[config.mk]
export PLATFORM = sky130hd
export DESIGN_NAME = os_match_timer
export DESIGN_NICKNAME = d
export VERILOG_FILES = /design/src/rtl/os_match_timer.sv
export SDC_FILE = /design/constraint.sdc
export NUM_CORES = 1
export LEC_CHECK = 0
export ABC_AREA = 1
export BUFFER_PORTS_ARGS = -buffer_cell sky130_fd_sc_hd__buf_2
export CAP_MARGIN = 10
export CORE_ASPECT_RATIO = 0.75
export CORE_MARGIN = 10
export CORE_UTILIZATION = 56
export DETAILED_ROUTE_END_ITERATION = 8
export PLACE_DENSITY = 0.76
export SLEW_MARGIN = 20
export SYNTH_ARGS = -nofsm -noshare
export SYNTH_HDL_FRONTEND = slang
export SYNTH_SLANG_ARGS = --single-unit
[constraint.sdc]
create_clock -name clk -period 3.69 [get_ports clk]
set_input_delay 0.1845 -clock clk [delete_from_list [all_inputs] [get_ports clk]]
set_output_delay 0.1845 -clock clk [all_outputs]
set_load 0.05 [all_outputs]
[src/rtl/os_match_timer.sv]
module os_match_timer #(
  parameter int AW      = 8,
  parameter int IE_BITS = 12
) (
  input  logic          clk,
  input  logic          rst_n,
  input  logic          tick_en,
  input  logic          bus_wr,
  input  logic          bus_rd,
  input  logic [AW-1:0] bus_addr,
  input  logic [31:0]   bus_wdata,
  output logic [31:0]   bus_rdata,
  output logic [3:0]    irq,
  output logic          rst_req
);
  localparam int NCH = 4;
  localparam int WCH = NCH - 1;
  localparam logic [AW-1:0] A_CNT = AW'(8'h10);
  localparam logic [AW-1:0] A_ST  = AW'(8'h14);
  localparam logic [AW-1:0] A_WD  = AW'(8'h18);
  localparam logic [AW-1:0] A_IE  = AW'(8'h1C);

  logic [31:0]        cnt, wden, rd_mux;
  logic [31:0]        cmp [NCH];
  logic [NCH-1:0]     st, eq_q, eq_d, fire;
  logic [IE_BITS-1:0] ie;
  logic               rst_q;

  wire wr_cnt = bus_wr && bus_addr == A_CNT;
  wire wr_st  = bus_wr && bus_addr == A_ST;
  wire wr_wd  = bus_wr && bus_addr == A_WD;
  wire wr_ie  = bus_wr && bus_addr == A_IE;
  wire wd_hit = fire[WCH] && wden[0];

  always_ff @(posedge clk) begin
    if (!rst_n)      cnt <= '0;
    else if (wr_cnt) cnt <= bus_wdata;
    else if (tick_en) cnt <= cnt + 32'd1;
  end

  for (genvar n = 0; n < NCH; n++) begin : g_ch
    always_ff @(posedge clk) begin
      if (!rst_n) cmp[n] <= '0;
      else if (bus_wr && bus_addr == AW'(n * 4)) cmp[n] <= bus_wdata;
    end
    assign eq_d[n] = (cnt == cmp[n]);
  end

  assign fire = eq_d & ~eq_q;

  always_ff @(posedge clk) begin
    if (!rst_n) begin
      eq_q  <= '1;
      st    <= '0;
      ie    <= '0;
      wden  <= '0;
      rst_q <= 1'b0;
    end else begin
      eq_q  <= eq_d;
      st    <= (st & ~(wr_st ? bus_wdata[NCH-1:0] : '0)) | (fire & ie[NCH-1:0]);
      rst_q <= wd_hit;
      if (wr_ie) ie <= bus_wdata[IE_BITS-1:0];
      if (wd_hit)     wden <= '0;
      else if (wr_wd) wden <= bus_wdata;
    end
  end

  always_comb begin
    rd_mux = '0;
    for (int n = 0; n < NCH; n++)
      if (bus_addr == AW'(n * 4)) rd_mux = cmp[n];
    case (bus_addr)
      A_CNT:   rd_mux = cnt;
      A_ST:    rd_mux = 32'(st);
      A_WD:    rd_mux = wden;
      A_IE:    rd_mux = 32'(ie);
      default: ;
    endcase
  end

  assign bus_rdata = bus_rd ? rd_mux : '0;
  assign irq       = st;
  assign rst_req   = rst_q;

  p_cnt_step_r2: assert property (@(posedge clk) disable iff (!rst_n)
    (tick_en && !wr_cnt) |=> cnt == $past(cnt) + 32'd1);
  p_cnt_hold_r2: assert property (@(posedge clk) disable iff (!rst_n)
    (!tick_en && !wr_cnt) |=> $stable(cnt));
  p_cnt_load_r3: assert property (@(posedge clk) disable iff (!rst_n)
    wr_cnt |=> cnt == $past(bus_wdata));
  p_new_bit_needs_ie_r5: assert property (@(posedge clk) disable iff (!rst_n)
    1'b1 |=> ((st & ~$past(st)) & ~$past(ie[NCH-1:0])) == '0);
  p_no_silent_clear_r6: assert property (@(posedge clk) disable iff (!rst_n)
    !wr_st |=> (st & $past(st)) == $past(st));
  p_pulse_one_cycle_r8: assert property (@(posedge clk) disable iff (!rst_n)
    rst_req |=> !rst_req);
  p_pulse_disarms_r8: assert property (@(posedge clk) disable iff (!rst_n)
    rst_req |-> wden == '0);
  p_pulse_needs_arm_r9: assert property (@(posedge clk) disable iff (!rst_n)
    rst_req |-> $past(wden[0]));
endmodule

# ---- Word level (Yosys, flattened, before mapping)
# Memories as Yosys holds them, arrays and structs flattened.
# Cells that the tools add are included.
# Widths: inputs -> output; s select.
dict set report totals {
  word_cells 68
  output_inout_bits 37
  n_memories 1
  ff_bits 85
  mem_bits_rw 128
  in_bits 45
}
dict set report op_classes {
  n_reduce_logical 12
  muxes 26
  addsub 1
  bitwise 11
  eq_ne 11
}
# name depth width read_ports rd_clocked_by_memory_dff write_ports line_no
set memory_table {}
lappend memory_table {cmp 4 32 4 0 4 24} ;# logic [31:0] cmp [NCH];
# op count
set ops {}
lappend ops {{$mux 32} 11}
lappend ops {{$eq 32x32->1} 4}
lappend ops {{$pmux 32 s4} 1}
lappend ops {{$add 32x1->32 const B} 1}
lappend ops {{$eq 8x5->1 const B} 4}
lappend ops {{$eq 8x4->1 const B} 2}
lappend ops {{$mux 1} 13}
lappend ops {{$and 4x4->4} 3}
lappend ops {{$logic_and 1x1->1} 9}
lappend ops {{$eq 8x3->1 const B} 1}
lappend ops {{$logic_not 8->1} 1}
lappend ops {{$not 4->4} 2}
lappend ops {{$mux 4} 1}
lappend ops {{$or 1x1->1} 4}
lappend ops {{$or 4x4->4} 1}
lappend ops {{$reduce_bool 2->1} 1}
lappend ops {{$reduce_or 2->1} 1}
lappend ops {{$not 1->1} 1}

# ---- Longest topological paths before layout
dict set report logic_depth {
  ltp_word 7
  depth_mapped 12
  depth_no_buf 11
}

# ---- Worst setup path before layout
# Ideal clock, no wire load.
dict set report synth_timing {
  path_type {input port to flip-flop}
  startpoint {input bus_addr[7]}
  endpoint {memory cmp[3][0] (enable)}
  required_time_ns 3.224
  t_arrival_ns 3.261
  path_stages 6
  n_path_buf 1
  path_slack_ns -0.037
  setup_ns 0.466
  cell_sequence {nor2_2 > nand3_2 > nor2_4 > inv_2 > clkbuf_1 > o21ai_0}
}
# element line_no
set synth_rtl {}
lappend synth_rtl {{from (decl)} 10} ;# input logic [AW-1:0] bus_addr,
lappend synth_rtl {{to (decl)} 24}

# ---- Worst setup path after layout
dict set report layout_timing {
  startpoint {input bus_addr[1]}
  endpoint {output bus_rdata[6]}
}
dict set report layout_between {
  elab_chain_len 7
  word_cells_on_any_way 14
  cone_classes {eq/ne: 7; mux: 6; reduce/logical: 1}
}
# element line_no
set layout_lines {}
lappend layout_lines {{$logic_not 8->1} 71} ;# if (bus_addr == AW'(n * 4)) rd_mux = cmp[n];
lappend layout_lines {{$mux 32 (4 in series)} 71}
lappend layout_lines {{$pmux 32 s4 *} 72} ;# case (bus_addr)
lappend layout_lines {{$mux 32 *} 81} ;# assign bus_rdata = bus_rd ? rd_mux : '0;
lappend layout_lines {{to (decl)} 12} ;# output logic [31:0] bus_rdata,
# Every way passes the cells marked *; elsewhere a longest branch is shown, timed or not.

==> tab_implementation.tex <==
\begin{tabular}{lr}
\hline
Metric & Value \\
\hline
\multicolumn{2}{l}{\textbf{Run status}} \\
Run status & complete, no violations \\
\multicolumn{2}{l}{\textbf{STA}} \\
Unrepaired setup endpoints after global routing & false \\
Final Max Slew Viols & 0 \\
Final-layout worst hold slack & 5.88 ps \\
Final period utilization & 0.738 \\
Max-slew headroom at the worst pin & 0.420 \\
Highest Clock Rate & 367 MHz \\
Final count of hold timing violations & 0 \\
Final Critical Period & 2720 ps \\
Total Negative Setup Slacks & 0 ps \\
Setup violations, final & 0 \\
Fin Clk Skew & 11.7 ps \\
Measured slew at the worst slew-check pin & 867 ps \\
\multicolumn{2}{l}{\textbf{Route}} \\
Total number of vias & roughly 12k \\
Routed len/inst & 19.0 µm \\
Antenna viol nets, final & 0 \\
Number of remaining DRC errors & 0 \\
Initial DRC Count & 1449 \\
Routed via count divided by cell count & $\sim$5.8 \\
Pre-Repair DR Iteration Count & 6 \\
Wire length reported by the detailed router & 38500 µm \\
\multicolumn{2}{l}{\textbf{Clock tree}} \\
Reg clk slew, reported paths & approximately 60 ps \\
Skew-Pair Late Insertion Delay & 520 ps \\
CTS Buffer Depth & 3 \\
Total clock sinks & 213 \\
Root buffer selected by CTS & sky130\_fd\_sc\_hd\_\_clkbuf\_16 \\
H-Tree Depth & 1 \\
Number of clock buffers inserted by TritonCTS & 22 \\
Clock tree from TritonCTS & yes \\
Post-CTS sizing & 0 \\
\multicolumn{2}{l}{\textbf{Logic synthesis}} \\
Synth Net Count & 1713 \\
Syn avg cell area & between 7 and 8 µm² \\
Cell accounting for the most synthesized area & sky130\_fd\_sc\_hd\_\_edfxtp\_1 \\
Sequential-to-total area share from yosys stat & 0.448 \\
Share of the synthesized area in the top cell type & 0.310 \\
Number of warnings printed during yosys synthesis & 0 \\
Post-synth EDFFs & roughly 130 \\
Most used DFF post-synth & sky130\_fd\_sc\_hd\_\_edfxtp\_1 \\
Cell Area, Synth & roughly 12000 µm² \\
Synth top area cells & sky130\_fd\_sc\_hd\_\_edfxtp\_1 (31\%), sky130\_fd\_sc\_hd\_\_dfxtp\_1 (14\%), sky130\_fd\_sc\_hd\_\_nand2\_1 (12\%) \\
Share of async-settable or async-resettable flops after synthesis & 0 \\
Gate count after technology mapping & 1667 \\
Synth cell types & 41 \\
Synthesis-stage register bit count & 213 \\
\multicolumn{2}{l}{\textbf{Global routing}} \\
Global route total overflow & 0 \\
Global-route usage over all layers & 0.267 \\
Pin count of the biggest net entering global routing & 65 \\
First-pass GRT wire length & 60700 µm \\
Via count of the first global-routing pass & 10.9k \\
Initial antenna violation count & 0 \\
\multicolumn{2}{l}{\textbf{Placement}} \\
Buffers added on ports & 81 \\
DPL Wire Length & 26400 µm \\
Final weighted congestion of routability-driven global placement & 0.922 \\
Instance area at placement & 12900 µm² \\
\multicolumn{2}{l}{\textbf{Critical path}} \\
Delay of the slowest critical-path stage & 430 ps \\
Critical path launch point type & input pin \\
CP max stage cell & sky130\_fd\_sc\_hd\_\_inv\_2 \\
Type of the worst setup path & in -> out \\
Maximum fanout count along the critical path & 31 \\
Count of buffering cells on the critical path with inverters included & 4 \\
Crit-path cells & buf\_2 -> nor2\_2 -> nand3\_1 -> nor2\_2 -> buf\_4 -> nor2\_1 -> nand2\_2 -> inv\_2 -> nand2\_1 -> nor2\_1 -> nor2\_1 -> buf\_2 \\
Data required time of the worst path & about 3500 ps \\
Crit path top cell by count & sky130\_fd\_sc\_hd\_\_nor2\_1 \\
Gate family responsible for the most delay along the worst path & simple AND/OR/NAND/NOR gates \\
Setup crit end kind & output pin \\
Arrival time worst endpoint & 2540 ps \\
\multicolumn{2}{l}{\textbf{Final layout}} \\
Most frequent standard cell in the layout excluding fill and tap cells & sky130\_fd\_sc\_hd\_\_nand2\_1 \\
Number of inserted diodes & 0 \\
Share of layout cells above drive strength 1 & 0.126 \\
Final Util & 0.628 \\
Total of fill cells in the finished design & 1902 \\
Non-Filler Cell Area, Final & 13800 µm² \\
Number of nets at the end of the flow & 1761 \\
Area Growth Syn to Fin & 11.3\% \\
Leading cell types in the layout, fill and taps excluded & sky130\_fd\_sc\_hd\_\_nand2\_1 (412), sky130\_fd\_sc\_hd\_\_nor2\_1 (274), sky130\_fd\_sc\_hd\_\_inv\_1 (165), sky130\_fd\_sc\_hd\_\_edfxtp\_1 (128), sky130\_fd\_sc\_hd\_\_dfxtp\_1 (85) \\
\multicolumn{2}{l}{\textbf{Floorplan}} \\
CORE AREA & between 20000 and 25000 µm² \\
I/O pin count & 82 \\
Count of standard-cell rows & between 40 and 50 \\
Effective utilization at floorplan & 0.564 \\
Die X & approximately 190 µm \\
Die area & 28500 µm² \\
Die boundary height & 149 µm \\
\multicolumn{2}{l}{\textbf{Pwr}} \\
Power, Total & 0.00535 W \\
Leakage & 5.30 nW \\
Power density normalized to cell area & between 300 and 400 nW/µm² \\
Worst IR Drop VDD & 0.000267 V \\
\multicolumn{2}{l}{\textbf{Worst hold path}} \\
Worst min-delay path category & in -> reg \\
\multicolumn{2}{l}{\textbf{Run}} \\
Max-capacitance violation count & 0 \\
\hline
\end{tabular}
-- worst reg2reg max path, stage by stage (launching register included) --
cell,delay [ps]
sky130_fd_sc_hd__dfxtp_1,510
sky130_fd_sc_hd__inv_1,220
sky130_fd_sc_hd__nand2_1,90
sky130_fd_sc_hd__nand4_1,90
sky130_fd_sc_hd__nor2_1,160
sky130_fd_sc_hd__nand2_1,100
sky130_fd_sc_hd__nor2_2,210
sky130_fd_sc_hd__nand4_1,170
sky130_fd_sc_hd__nand2_2,670
sky130_fd_sc_hd__nor2_1,130
-- flip-flops by register name, summed over array words and instances, names as in the netlist --
name,flops
cmp,128
cnt,32
wden,32
ie,12
eq_q,4
irq,4
rst_req,1
-- what timing repair did --
item	in CTS	in global routing
hold endpoints to repair	10	0
buffers inserted	0	0
hold buffers	10	0
-- where the power goes --
group	switching [W]	total, W	internal (W)
registers	0.0000589	0.00265	0.00260
logic	0.000241	0.000354	0.000113
clock network	0.000977	0.00234	0.00136
total	0.00128	0.00535	0.00407
-- metrics by stage --
stage          worst slack [ps]  cells
2_1_floorplan              8.00   1667
3_3_place_gp               1060   1975
3_5_place_dp               1000   1975
4_1_cts                    1000   2025
5_1_grt                     764   2025
6_report                    966   2025
-- path summary, 6_finish.rpt --
kind | depth (start not counted) | slack [ps] | end | startpoint
max reg2reg | 9 | 1180 | wden[20]$_SDFFE_PP0P_ | cnt[19]$_SDFFE_PN0P_
min | 3 | 6 | ie[0]$_SDFFE_PN0P_ | bus_wdata[0]
min reg2reg | 2 | 470 | ie[10]$_SDFFE_PN0P_ | ie[10]$_SDFFE_PN0P_
max | 12 | 970 | bus_rdata[6] | bus_addr[1]
-- cells in the mapped netlist (3+ instances only) --
library cell / number
sky130_fd_sc_hd__nand3_2: 7
sky130_fd_sc_hd__xnor2_1: 74
sky130_fd_sc_hd__dfxtp_1: 85
sky130_fd_sc_hd__clkbuf_1: 32
sky130_fd_sc_hd__buf_2: 37
sky130_fd_sc_hd__a21oi_2: 3
sky130_fd_sc_hd__nand2_2: 8
sky130_fd_sc_hd__inv_2: 17
sky130_fd_sc_hd__a31oi_1: 3
sky130_fd_sc_hd__o21ai_1: 32
sky130_fd_sc_hd__nand3_1: 79
sky130_fd_sc_hd__inv_1: 165
sky130_fd_sc_hd__nor2_4: 6
sky130_fd_sc_hd__nor2_2: 12
sky130_fd_sc_hd__o211ai_1: 16
sky130_fd_sc_hd__and3_1: 3
sky130_fd_sc_hd__nand4_1: 21
sky130_fd_sc_hd__o21ai_0: 76
sky130_fd_sc_hd__xor2_1: 9
sky130_fd_sc_hd__nor3_1: 26
sky130_fd_sc_hd__nand2_1: 412
sky130_fd_sc_hd__nor2_1: 274
sky130_fd_sc_hd__buf_6: 5
sky130_fd_sc_hd__buf_4: 12
sky130_fd_sc_hd__o221ai_1: 3
sky130_fd_sc_hd__o22ai_1: 22
sky130_fd_sc_hd__or2_2: 18
sky130_fd_sc_hd__edfxtp_1: 128
sky130_fd_sc_hd__a21oi_1: 67
-- layout make-up --
class / instances / area, µm² / share of cell area
timing repair buffer: 112 / 701 / 0.0508
sequential: 213 / 5550 / 0.402
inverter: 182 / 683 / 0.0496
clock inverter: 15 / 153 / 0.0111
multi-input combinational: 1184 / 5740 / 0.416
tap: 294 / 368 / 0.0267
clock buffer: 25 / 593 / 0.0430
-- cell families (layout without fill, tap and decap cells) --
kind of cell               count (synthesis)  in the layout  share of synthesized area
buffers and inverters                    270            334                     0.0924
adders and majority gates                  1              1                    0.00101
and+or+nand+nor                          876            876                      0.301
xor gates and xnor gates                  83             83                     0.0587
AOI/OAI and AO/OA                        224            224                     0.0986
DFF                                      213            213                      0.448
-- per-layer routing --
| metal | vias up | global-route usage | share of wire |
|---|---|---|---|
| met5 | - | 0 | 0 |
| met4 | 0 | 0.0772 | 0.027 |
| met3 | 90 | 0.0516 | 0.12 |
| met2 | 755 | 0.391 | 0.42 |
| li1 | 5439 | - | - |
| met1 | 5450 | 0.390 | 0.44 |
Note: power is estimated with default switching activity, not from simulation.
